==> src/rtl/poll_wait_pkg.sv <==
// Package: shared encodings for the poll wait engine.
// Assumes: function codes and op codes are fixed by the command format.
package poll_wait_pkg;
    localparam logic [2:0] FN_ALWAYS = 3'd0;
    localparam logic [2:0] FN_LT     = 3'd1;
    localparam logic [2:0] FN_LE     = 3'd2;
    localparam logic [2:0] FN_EQ     = 3'd3;
    localparam logic [2:0] FN_NE     = 3'd4;
    localparam logic [2:0] FN_GE     = 3'd5;
    localparam logic [2:0] FN_GT     = 3'd6;
    localparam logic [2:0] FN_BAD    = 3'd7;

    localparam logic [1:0] OP_PLAIN   = 2'b00;
    localparam logic [1:0] OP_BRACKET = 2'b01;

    typedef enum logic [2:0] {
        ST_IDLE,
        ST_PREWR,
        ST_READ,
        ST_WAIT,
        ST_POSTWR,
        ST_FIN
    } pw_state_e;
endpackage

==> src/rtl/pw_compare.sv <==
// Module: masked unsigned comparator.
// Does: ANDs the read word with the mask and tests it against the reference
//       under the selected function; the read side is the left operand.
// Assumes: illegal code 3'b111 is filtered out before a command starts.
module pw_compare #(
    parameter int DW = 32
) (
    input  logic [2:0]    func,
    input  logic [DW-1:0] rd_data,
    input  logic [DW-1:0] mask,
    input  logic [DW-1:0] ref_val,
    output logic          match
);
    import poll_wait_pkg::*;

    logic [DW-1:0] masked;

    // Select the comparison result for the current function code.
    always_comb begin
        masked = rd_data & mask;
        unique case (func)
            FN_ALWAYS: match = 1'b1;
            FN_LT:     match = (masked <  ref_val);
            FN_LE:     match = (masked <= ref_val);
            FN_EQ:     match = (masked == ref_val);
            FN_NE:     match = (masked != ref_val);
            FN_GE:     match = (masked >= ref_val);
            FN_GT:     match = (masked >  ref_val);
            default:   match = 1'b0;
        endcase
    end
endmodule

==> src/rtl/pw_interval_timer.sv <==
// Module: down-counter for the idle gap between polls.
// Does: loads the interval, counts down one per tick, flags the final cycle.
// Assumes: the controller never loads zero and never ticks an empty counter.
module pw_interval_timer #(
    parameter int IW = 16
) (
    input  logic          clk,
    input  logic          rst_n,
    input  logic          load,
    input  logic [IW-1:0] load_val,
    input  logic          tick,
    output logic          last
);
    localparam logic [IW-1:0] ONE = IW'(1);

    logic [IW-1:0] cnt;

    // Load on entry to the gap, decrement once per idle cycle.
    always_ff @(posedge clk) begin
        if (!rst_n)
            cnt <= '0;
        else if (load)
            cnt <= load_val;
        else if (tick)
            cnt <= cnt - ONE;
    end

    assign last = (cnt == ONE);

    AST_TICK_NONZERO: assert property (@(posedge clk) disable iff (!rst_n)
        tick |-> (cnt != '0));
    AST_LOAD_NONZERO: assert property (@(posedge clk) disable iff (!rst_n)
        load |-> (load_val != '0));
endmodule

==> src/rtl/pw_retry_counter.sv <==
// Module: retry budget tracker.
// Does: holds remaining retries, knows whether the budget is unlimited,
//       and reports exhaustion once the count reaches zero.
// Assumes: dec is only raised after a failed compare with budget left.
module pw_retry_counter #(
    parameter int RW = 12
) (
    input  logic          clk,
    input  logic          rst_n,
    input  logic          load,
    input  logic [RW-1:0] load_val,
    input  logic          dec,
    output logic          exhausted
);
    localparam logic [RW-1:0] FOREVER_CODE = '1;
    localparam logic [RW-1:0] ONE          = RW'(1);

    logic [RW-1:0] cnt;
    logic          forever_q;

    // Capture the budget at command start and count down failed polls.
    always_ff @(posedge clk) begin
        if (!rst_n) begin
            cnt       <= '0;
            forever_q <= 1'b0;
        end else if (load) begin
            cnt       <= load_val;
            forever_q <= (load_val == FOREVER_CODE);
        end else if (dec && !forever_q) begin
            cnt <= cnt - ONE;
        end
    end

    assign exhausted = !forever_q && (cnt == '0);

    AST_RETRY_DEC_SAFE: assert property (@(posedge clk) disable iff (!rst_n)
        dec |-> !exhausted);
    AST_NO_LOAD_DEC: assert property (@(posedge clk) disable iff (!rst_n)
        !(load && dec));
endmodule

==> src/rtl/pw_fsm.sv <==
// Module: command sequencer of the poll wait engine.
// Does: accepts and validates a command, issues the optional leading write,
//       polls, spaces retries, issues the optional trailing write and
//       reports one result with a done pulse.
// Assumes: bus responders acknowledge each request exactly once.
module pw_fsm #(
    parameter int DW = 32,
    parameter int AW = 32,
    parameter int IW = 16
) (
    input  logic          clk,
    input  logic          rst_n,
    input  logic          cmd_start,
    input  logic          cmd_mem,
    input  logic [1:0]    cmd_op,
    input  logic [2:0]    cmd_func,
    input  logic [AW-1:0] cmd_addr,
    input  logic [DW-1:0] cmd_mask,
    input  logic [DW-1:0] cmd_ref,
    input  logic [DW-1:0] cmd_pre_data,
    input  logic [IW-1:0] cmd_interval,
    input  logic          rd_ack,
    input  logic          wr_ack,
    input  logic          match,
    input  logic          exhausted,
    input  logic          timer_last,
    output logic [2:0]    func_q,
    output logic [DW-1:0] mask_q,
    output logic [DW-1:0] ref_q,
    output logic          retry_load,
    output logic          retry_dec,
    output logic          timer_load,
    output logic          timer_tick,
    output logic [IW-1:0] interval_q,
    output logic          rd_req,
    output logic          rd_mem,
    output logic [AW-1:0] rd_addr,
    output logic          wr_req,
    output logic [AW-1:0] wr_addr,
    output logic [DW-1:0] wr_data,
    output logic          done,
    output logic          pass,
    output logic          timeout,
    output logic          error
);
    import poll_wait_pkg::*;

    pw_state_e     state;
    logic          mem_q;
    logic [1:0]    op_q;
    logic [AW-1:0] addr_q;
    logic [DW-1:0] pre_q;
    logic          pass_q;
    logic          timeout_q;
    logic          error_q;
    logic          cmd_bad;
    logic          accept;
    logic          poll_fail;

    // Decide whether an incoming command is malformed.
    always_comb begin
        cmd_bad = (cmd_func == FN_BAD) || cmd_op[1]
                  || ((cmd_op == OP_BRACKET) && cmd_mem);
    end

    assign accept    = (state == ST_IDLE) && cmd_start;
    assign poll_fail = (state == ST_READ) && rd_ack && !match;

    // Strobes for the retry counter and the interval timer.
    always_comb begin
        retry_load = accept;
        retry_dec  = poll_fail && !exhausted;
        timer_load = retry_dec && (interval_q != '0);
        timer_tick = (state == ST_WAIT);
    end

    // Latch the command fields when a command is accepted.
    always_ff @(posedge clk) begin
        if (!rst_n) begin
            mem_q      <= 1'b0;
            op_q       <= OP_PLAIN;
            func_q     <= FN_ALWAYS;
            addr_q     <= '0;
            mask_q     <= '0;
            ref_q      <= '0;
            pre_q      <= '0;
            interval_q <= '0;
        end else if (accept) begin
            mem_q      <= cmd_mem;
            op_q       <= cmd_op;
            func_q     <= cmd_func;
            addr_q     <= cmd_addr;
            mask_q     <= cmd_mask;
            ref_q      <= cmd_ref;
            pre_q      <= cmd_pre_data;
            interval_q <= cmd_interval;
        end
    end

    // Main sequencing and result flags.
    always_ff @(posedge clk) begin
        if (!rst_n) begin
            state     <= ST_IDLE;
            pass_q    <= 1'b0;
            timeout_q <= 1'b0;
            error_q   <= 1'b0;
        end else begin
            unique case (state)
                ST_IDLE: begin
                    if (cmd_start) begin
                        pass_q    <= 1'b0;
                        timeout_q <= 1'b0;
                        error_q   <= cmd_bad;
                        if (cmd_bad)
                            state <= ST_FIN;
                        else if (cmd_op == OP_BRACKET)
                            state <= ST_PREWR;
                        else
                            state <= ST_READ;
                    end
                end
                ST_PREWR: begin
                    if (wr_ack)
                        state <= ST_READ;
                end
                ST_READ: begin
                    if (rd_ack) begin
                        if (match) begin
                            if (op_q == OP_BRACKET) begin
                                state <= ST_POSTWR;
                            end else begin
                                pass_q <= 1'b1;
                                state  <= ST_FIN;
                            end
                        end else if (exhausted) begin
                            timeout_q <= 1'b1;
                            state     <= ST_FIN;
                        end else if (interval_q != '0) begin
                            state <= ST_WAIT;
                        end
                    end
                end
                ST_WAIT: begin
                    if (timer_last)
                        state <= ST_READ;
                end
                ST_POSTWR: begin
                    if (wr_ack) begin
                        pass_q <= 1'b1;
                        state  <= ST_FIN;
                    end
                end
                ST_FIN: begin
                    state <= ST_IDLE;
                end
                default: state <= ST_IDLE;
            endcase
        end
    end

    // Bus and result outputs decoded from the registered state.
    always_comb begin
        rd_req  = (state == ST_READ);
        rd_mem  = mem_q;
        rd_addr = addr_q;
        wr_req  = (state == ST_PREWR) || (state == ST_POSTWR);
        wr_addr = addr_q;
        wr_data = (state == ST_PREWR) ? pre_q : ref_q;
        done    = (state == ST_FIN);
        pass    = pass_q;
        timeout = timeout_q;
        error   = error_q;
    end

    AST_DONE_ONE_RESULT: assert property (@(posedge clk) disable iff (!rst_n)
        done |-> $onehot({pass_q, timeout_q, error_q}));
    AST_REQ_EXCLUSIVE: assert property (@(posedge clk) disable iff (!rst_n)
        !(rd_req && wr_req));
    AST_RD_HOLD: assert property (@(posedge clk) disable iff (!rst_n)
        (rd_req && !rd_ack) |=> (rd_req && $stable(rd_addr) && $stable(rd_mem)));
    AST_WR_HOLD: assert property (@(posedge clk) disable iff (!rst_n)
        (wr_req && !wr_ack) |=> (wr_req && $stable(wr_data) && $stable(wr_addr)));
    AST_WR_REG_ONLY: assert property (@(posedge clk) disable iff (!rst_n)
        wr_req |-> !mem_q);
    AST_ERROR_NO_BUS: assert property (@(posedge clk) disable iff (!rst_n)
        error_q |-> (!rd_req && !wr_req));
    AST_TIMEOUT_EXHAUSTED: assert property (@(posedge clk) disable iff (!rst_n)
        $rose(timeout_q) |-> $past(exhausted));
endmodule

==> src/rtl/poll_wait_unit.sv <==
// Module: top of the poll wait engine.
// Does: connects the sequencer, comparator, retry counter and interval timer.
// Assumes: one command at a time; the command inputs need only be valid
//          in the cycle cmd_start is sampled.
module poll_wait_unit #(
    parameter int DW = 32,
    parameter int AW = 32,
    parameter int RW = 12,
    parameter int IW = 16
) (
    input  logic          clk,
    input  logic          rst_n,
    input  logic          cmd_start,
    input  logic          cmd_mem,
    input  logic [1:0]    cmd_op,
    input  logic [2:0]    cmd_func,
    input  logic [AW-1:0] cmd_addr,
    input  logic [DW-1:0] cmd_mask,
    input  logic [DW-1:0] cmd_ref,
    input  logic [DW-1:0] cmd_pre_data,
    input  logic [RW-1:0] cmd_retry,
    input  logic [IW-1:0] cmd_interval,
    output logic          rd_req,
    output logic          rd_mem,
    output logic [AW-1:0] rd_addr,
    input  logic          rd_ack,
    input  logic [DW-1:0] rd_data,
    output logic          wr_req,
    output logic [AW-1:0] wr_addr,
    output logic [DW-1:0] wr_data,
    input  logic          wr_ack,
    output logic          done,
    output logic          pass,
    output logic          timeout,
    output logic          error
);
    logic [2:0]    func_q;
    logic [DW-1:0] mask_q;
    logic [DW-1:0] ref_q;
    logic          match;
    logic          exhausted;
    logic          retry_load;
    logic          retry_dec;
    logic          timer_load;
    logic          timer_tick;
    logic          timer_last;
    logic [IW-1:0] interval_q;

    pw_fsm #(.DW(DW), .AW(AW), .IW(IW)) u_fsm (
        .clk          (clk),
        .rst_n        (rst_n),
        .cmd_start    (cmd_start),
        .cmd_mem      (cmd_mem),
        .cmd_op       (cmd_op),
        .cmd_func     (cmd_func),
        .cmd_addr     (cmd_addr),
        .cmd_mask     (cmd_mask),
        .cmd_ref      (cmd_ref),
        .cmd_pre_data (cmd_pre_data),
        .cmd_interval (cmd_interval),
        .rd_ack       (rd_ack),
        .wr_ack       (wr_ack),
        .match        (match),
        .exhausted    (exhausted),
        .timer_last   (timer_last),
        .func_q       (func_q),
        .mask_q       (mask_q),
        .ref_q        (ref_q),
        .retry_load   (retry_load),
        .retry_dec    (retry_dec),
        .timer_load   (timer_load),
        .timer_tick   (timer_tick),
        .interval_q   (interval_q),
        .rd_req       (rd_req),
        .rd_mem       (rd_mem),
        .rd_addr      (rd_addr),
        .wr_req       (wr_req),
        .wr_addr      (wr_addr),
        .wr_data      (wr_data),
        .done         (done),
        .pass         (pass),
        .timeout      (timeout),
        .error        (error)
    );

    pw_compare #(.DW(DW)) u_cmp (
        .func    (func_q),
        .rd_data (rd_data),
        .mask    (mask_q),
        .ref_val (ref_q),
        .match   (match)
    );

    pw_retry_counter #(.RW(RW)) u_retry (
        .clk       (clk),
        .rst_n     (rst_n),
        .load      (retry_load),
        .load_val  (cmd_retry),
        .dec       (retry_dec),
        .exhausted (exhausted)
    );

    pw_interval_timer #(.IW(IW)) u_timer (
        .clk      (clk),
        .rst_n    (rst_n),
        .load     (timer_load),
        .load_val (interval_q),
        .tick     (timer_tick),
        .last     (timer_last)
    );
endmodule

==> config.mk <==
export PLATFORM = sky130hd
export DESIGN_NAME = poll_wait_unit
export DESIGN_NICKNAME = d
export VERILOG_FILES = /design/src/rtl/poll_wait_pkg.sv /design/src/rtl/pw_compare.sv /design/src/rtl/pw_interval_timer.sv /design/src/rtl/pw_retry_counter.sv /design/src/rtl/pw_fsm.sv /design/src/rtl/poll_wait_unit.sv
export SDC_FILE = /design/constraint.sdc
export NUM_CORES = 1
export LEC_CHECK = 0
export BUFFER_PORTS_ARGS = -buffer_cell sky130_fd_sc_hd__clkbuf_2
export CAP_MARGIN = 40
export CORE_MARGIN = 2
export CORE_UTILIZATION = 47
export CTS_CLUSTER_DIAMETER = 50
export DETAILED_ROUTE_END_ITERATION = 10
export HOLD_SLACK_MARGIN = 0.12
export PLACE_DENSITY = 0.76
export SETUP_SLACK_MARGIN = 0.4
export SLEW_MARGIN = 20
export SYNTH_ARGS = -nofsm -noshare
export SYNTH_HDL_FRONTEND = slang
export SYNTH_SLANG_ARGS = --single-unit
==> constraint.sdc <==
create_clock -name clk -period 4.1 [get_ports clk]
set_input_delay 0.615 -clock clk [delete_from_list [all_inputs] [get_ports clk]]
set_output_delay 0.615 -clock clk [all_outputs]
set_load 0.005 [all_outputs]
Word-level counts from Yosys, hierarchy flattened

Cells that the tools add are included.
Widths: inputs -> output; s select.

Register bits: 185
Latch bits: 0
RAM bits: 0
Bits in read-only memories: 0
Input bits: 199
Output and inout port bits: 103
Word-level logic and storage cells: 104
Memories: 0

$add $sub $neg: 2
$mul: 0
Divide/modulo/power cells: 0
$lt $le $gt $ge: 4
Eq/ne operators: 28
Shift-type cells: 0
Muxes and demuxes: 28
Bitwise operators: 1
Reduce and logical (&&, ||, !) cells: 26

Operators with widths:

| operator              | count |
|---|---|
| $and 32x32->32        | 1 |
| $eq 32x32->1          | 1 |
| $ge 32x32->1          | 1 |
| $gt 32x32->1          | 1 |
| $le 32x32->1          | 1 |
| $lt 32x32->1          | 1 |
| $mux 16               | 2 |
| $mux 32               | 1 |
| $ne 32x32->1          | 1 |
| $mux 3                | 9 |
| $mux 12               | 2 |
| $eq 3x3->1 const B    | 6 |
| $eq 16x1->1 const B   | 1 |
| $reduce_bool 16->1    | 1 |
| $sub 16x1->16 const B | 1 |
| $pmux 3 s5            | 1 |
| $eq 12x12->1 const B  | 1 |
| $eq 3x2->1 const B    | 4 |
| $logic_not 12->1      | 1 |
| $reduce_and 6->1      | 2 |
| $sub 12x1->12 const B | 1 |
| $ne 2x2->1 const B    | 5 |
| $mux 1                | 9 |
| $logic_and 1x1->1     | 8 |
| 15 further kinds      | 27 |

Longest topological paths before layout

Depth after elaboration: 9
Mapped depth: 12
Depth with buffers taken out: 10

Cells and area by module

A second synthesis with hierarchy kept.

Cells, all modules: 1119
Area, all modules: 8954.8 µm²

Modules (own cells, without submodules):

| module            | instances | cells each | area each (µm²) | sequential area each (µm²) |
|---|---|---|---|---|
| pw_fsm            | 1         | 787        | 6282.3          | 3123.0 |
| pw_compare        | 1         | 148        | 1103.6          | 0.0 |
| pw_interval_timer | 1         | 98         | 849.6           | 320.3 |
| pw_retry_counter  | 1         | 86         | 719.4           | 260.2 |

Least setup slack after synthesis

No wires, ideal clock.

Path type: in2reg
From: input rd_data[29]
To: register u_retry.cnt[1]
Library setup time: 0.062 ns
Data arrival time: 2.956 ns
Required time: 4.038 ns
Path slack: 1.082 ns
Stages on the path: 11
Path buffers: 1
Cell sequence: and2_1 -> ha_1 -> nand4_2 -> or4_1 -> a211o_1 -> a31oi_1 -> a211o_2 -> o21ai_2 -> buf_6 -> or4_1 -> nand3_1

Word-level cells in the longest chain between the ends: 8
Elaborated cells between the ends (all ways): 13
Classes of those cells: order compare (4); eq/ne (2); mux (1); bitwise (1); reduce/logical (5)

RTL lines:

| element                                    | line                   | source |
|---|---|---|
| start, declared                            | poll_wait_unit.sv:27   | `input logic [DW-1:0] rd_data,` |
| $and 32x32->32 (*)                         | pw_compare.sv:20       | `masked = rd_data & mask;` |
| $gt 32x32->1, or another cell as far along | pw_compare.sv:28       | `FN_GT: match = (masked > ref_val);` |
| $pmux 1 s7 (*)                             | pw_compare.sv:21       | `unique case (func)` |
| $logic_not 1->1 (*)                        | pw_fsm.sv:67           | `assign poll_fail = (state == ST_READ) && rd_ack && !match;` |
| $logic_and 1x1->1 (*)                      | pw_fsm.sv:67           |  |
| $logic_and 1x1->1 (*)                      | pw_fsm.sv:72           | `retry_dec = poll_fail && !exhausted;` |
| $logic_and 1x1->1 (*)                      | pw_retry_counter.sv:29 | `end else if (dec && !forever_q) begin` |
| $reduce_bool 2->1 (no line) (*)            | -                      |  |
| end signal, assigned                       | pw_retry_counter.sv:27 | `cnt <= load_val;` |
| end signal, assigned                       | pw_retry_counter.sv:30 | `cnt <= cnt - ONE;` |
| end, declared                              | pw_retry_counter.sv:18 | `logic [RW-1:0] cnt;` |

Mark *: on every way between the ends. The rest lies on a longest branch, timed or not.
A chain may end at the register's enable or synchronous reset.

Final worst setup path

From: register u_fsm.state[1]
To: output wr_data[31]

Word-level cells in the longest chain between the ends: 2

RTL lines:

| element                | line                 | source |
|---|---|---|
| start, declared        | pw_fsm.sv:48         | `pw_state_e state;` |
| start signal, assigned | pw_fsm.sv:103        | `state <= ST_IDLE;` |
| start signal, assigned | pw_fsm.sv:115        | `state <= ST_FIN;` |
| start signal, assigned | pw_fsm.sv:117        | `state <= ST_PREWR;` |
| $eq 3x1->1             | pw_fsm.sv:168        | `wr_data = (state == ST_PREWR) ? pre_q : ref_q;` |
| $mux 32                | pw_fsm.sv:168        |  |
| end, declared          | poll_wait_unit.sv:30 | `output logic [DW-1:0] wr_data,` |

No other way between the ends.

==> metrics list <==
* Status: finished, final reports clean
* Crit Reg-Reg Endpoint: u_retry.cnt[3]
- The critical path contains buffers and inverters numbering 3 combined.
* Number of synthesized flops with an enable pin: 0
* TritonCTS clock tree: done
- Overall overflow remaining after global route: 0
* CP max stage delay: 0.70 ns
- At the pin with the least slew margin, the transition time is ~0.76 ns.
- Maximum VDD drop: 0.276 mV
- Counting flops with an async set or reset pin after synthesis yields a share of 0.
* Via count of the first global-routing pass: 7894
- The die covers 0.0199 mm2.
- Clock tree synthesis found a total of between 150 and 200 sinks.
- Final wirelength: 23.8 mm
- In the final routed layout, each cell accounts on average for 14.3 um.
- The initial utilization of the core area, before any placement, comes to 0.475.
- For the final routed database, the setup TNS stands at 0 ns.
- Final Worst Setup Slack: approximately 0.84 ns
- Layout Skew: 0.0123 ns
- Routability-driven placement finished with a final weighted congestion of 0.861.
- Following the worst setup path forward leads to its endpoint at wr_data[31].
- The critical path is of the register to output port type.
- The first TritonRoute pass finished after 5 iterations.
* Most common flop cell mapped by yosys: dfxtp_1
- Endpoint required time on the critical path: 3.48 ns
- Global-route wire length before repair: 37.6 mm
- Reg-to-Reg Start: u_fsm.mask_q[23]
- The die is 141 um wide.
- Buffers inserted to repair hold after CTS numbered 0.
- Achievable Freq: ~310 MHz
- Max cap viols: 0
* Final setup violation count: 0
- Once the clock tree was built, the resizer swapped 0 gates to a different size.
* Antenna violations before repair: 0
- Cell Rows: 50
* CP Launch Point: u_fsm.state[1]
- The tightest hold path in the finished design has a slack of around 0.4 ns.
- Final antenna-violating net count: 0
- Top Family by Delay on Critical Path: buffers and inverters
* Count of port buffers added during placement: 301
- The tree is rooted in a clkbuf_16.
- Worst relative slew slack: 0.496
* DP Wirelength: 17.1 mm
- Maximum number of pins on one net before global-route repair: 100
- Share of post-route cells with drive strength above 1: 0.250
- Slew Limit Fails: 0
- Chip Height: 141 um
* Final net count: 1647
- Count of final hold-check violations: 0
* Synthesis-to-finish area growth: 22.9%
- Setup fix buffers added after clock tree synthesis: 0
* Mapped Cells: 1185
- Internal reg-to-reg setup slack: 0.97 ns
* Data arrival, critical path: ~2.7 ns
* Drt first-iter violations: 469
* Slowest-stage cell, CP: dfxtp_1
* Buffer depth of the longest clock path: 2
- The number of nets handed over by synthesis was ~1400.
* Number of CTS-inserted buffers: 17
* Latest clock arrival within the worst-skew pair: 0.43 ns
- Total power divided by cell area: 606 mW/mm2
- Number of warning messages in the yosys log: 0
- Subtracting the final worst setup slack from the clock period gives 3.26 ns.
- Flip-flop and latch count after synthesis: 185
- Of the synthesized area, sequential elements account for 0.419.
* Hold WC Path Type: input pin to register
- The region available for standard cell placement spans 0.0186 mm2.
- Traced cell by cell, the critical path runs through inv_1 > and2_2 > buf_4 > o21ai_0 > clkbuf_2.
- Antenna cells: 0
- The worst setup path is captured at an output port.
- Measured in cells, the most critical reg-to-reg path has a length of 11.
* Number of distinct library cells after synthesis: 55
* Via count: 8622
- In this run the worst path has a maximum fanout of 38.
* Vias per cell: ~5.2
* Post-Place Worst Slack: 0.590 ns
- Dividing the final minimum period by the clock period gives 0.796.
- For this run, design rule violations remaining after detail routing come to 0.
* # IOs: roughly 300
- H-Tree Level Count: 4
- Clock-pin slew was measured on the worst setup and hold paths at approximately 0.08 ns.
* Number of stages on the worst setup path: 5
* Util after Layout: 0.584
- Setup repair after global routing missed its margin: no
* Post-synthesis instance area: around 0.0088 mm2
* Pleak: 0.00476 uW
* Post-synthesis average cell area: 7.45 um2
* Element type at the critical path start: register
* GRT Util Overall: 0.231
==> metrics by stage <==
| stage | total power, uW | cells | instance area (um2) |
|---|---|---|---|
| 6_report | 6580 | 1660 | 10900 |
| 5_1_grt | 7040 | 1660 | 10900 |
| 4_1_cts | 6610 | 1660 | 10900 |
| 3_5_place_dp | 4890 | 1628 | 10200 |
| 3_3_place_gp | 4830 | 1628 | 10200 |
| 2_1_floorplan | 4140 | 1185 | 8830 |
==> cell usage in the layout, fill, tap and decap left out, types with 17 or more instances in the layout <==
cell type	Yosys	routed
clkbuf_2	0	301
and2_1	32	31
ha_1	35	35
nand2_1	361	361
a21oi_1	178	178
o21ai_0	54	54
inv_1	45	45
nor2_1	40	39
dfxtp_1	185	185
clkbuf_16	0	17
==> worst min-delay path by stage <==
stage / from / end / depth (start not counted)
2_1_floorplan: u_fsm.mask_q[10] / u_fsm.mask_q[10] / 2
3_3_place_gp: u_fsm.mask_q[12] / u_fsm.mask_q[12] / 2
3_5_place_dp: u_fsm.mask_q[17] / u_fsm.mask_q[17] / 2
4_1_cts: cmd_ref[26] / u_fsm.ref_q[26] / 3
5_1_grt: cmd_mask[11] / u_fsm.mask_q[11] / 3
6_report: cmd_mask[11] / u_fsm.mask_q[11] / 3
==> state kept, by name, summed over array words and instances (netlist names), 3 cells and up <==
register	cells
u_fsm.interval_q	16
u_fsm.pre_q	32
u_fsm.mask_q	32
u_fsm.state	3
u_retry.cnt	12
u_fsm.rd_addr	32
u_fsm.func_q	3
u_timer.cnt	16
u_fsm.ref_q	32
==> final cells by class <==
type / count / area [um2]
Fill cell: 1705 / 7730
Clock buffer: 18 / 439
Timing Repair Buffer: 311 / 1620
Sequential cell: 185 / 3700
Inverter: 46 / 175
Tap cell: 234 / 293
Multi-Input combinational cell: 852 / 4440
Clock inverter: 14 / 181
==> kinds of logic (layout without fill, tap and decap cells) <==
family / Yosys count / count (layout) / synth area share
and+or+nand+nor: 511 / 511 / 0.250
AOI/OAI and AO/OA: 285 / 285 / 0.180
DFF: 185 / 185 / 0.419
buffers and inverters: 148 / 389 / 0.0803
adders and majority gates: 35 / 35 / 0.0496
xor gates and xnor gates: 17 / 17 / 0.0169
muxes: 4 / 4 / 0.00467
==> Yosys cell counts (all sizes together), types with 13 or more instances <==
cell	number	share of area
a211oi	16	0.014
a21oi	178	0.10
and2	32	0.023
buf	40	0.033
clkbuf	62	0.027
dfxtp	185	0.42
ha	35	0.050
inv	46	0.020
nand2	361	0.15
nand3	13	0.0074
nand4	14	0.011
nor2	40	0.017
nor3	13	0.0079
o21ai	55	0.032
==> worst register-to-register path, stage by stage, from the launching register on <==
cell and delay, ns:
dfxtp_1 0.31, and2_1 0.14, ha_1 0.32, a21oi_1 0.16, o21ai_0 0.13, a221o_1 0.33, a211o_1 0.34, nor3_2 0.48
o21ai_2 0.11, buf_4 0.21, or3_1 0.37, a31oi_1 0.16
==> where the power goes <==
group,internal [uW],switching (uW),total [uW]
sequential,2160,273,2440
combinational,911,1510,2420
clock,946,774,1720
==> metal layers <==
metal	wire length, um	vias up	GRT usage
li1	-	4396	-
met1	10100	3926	0.292
met4	650	0	0.0732
met2	11400	260	0.384
met3	1560	40	0.0639
met5	0	-	0
Power figures use the tool's default switching activity.
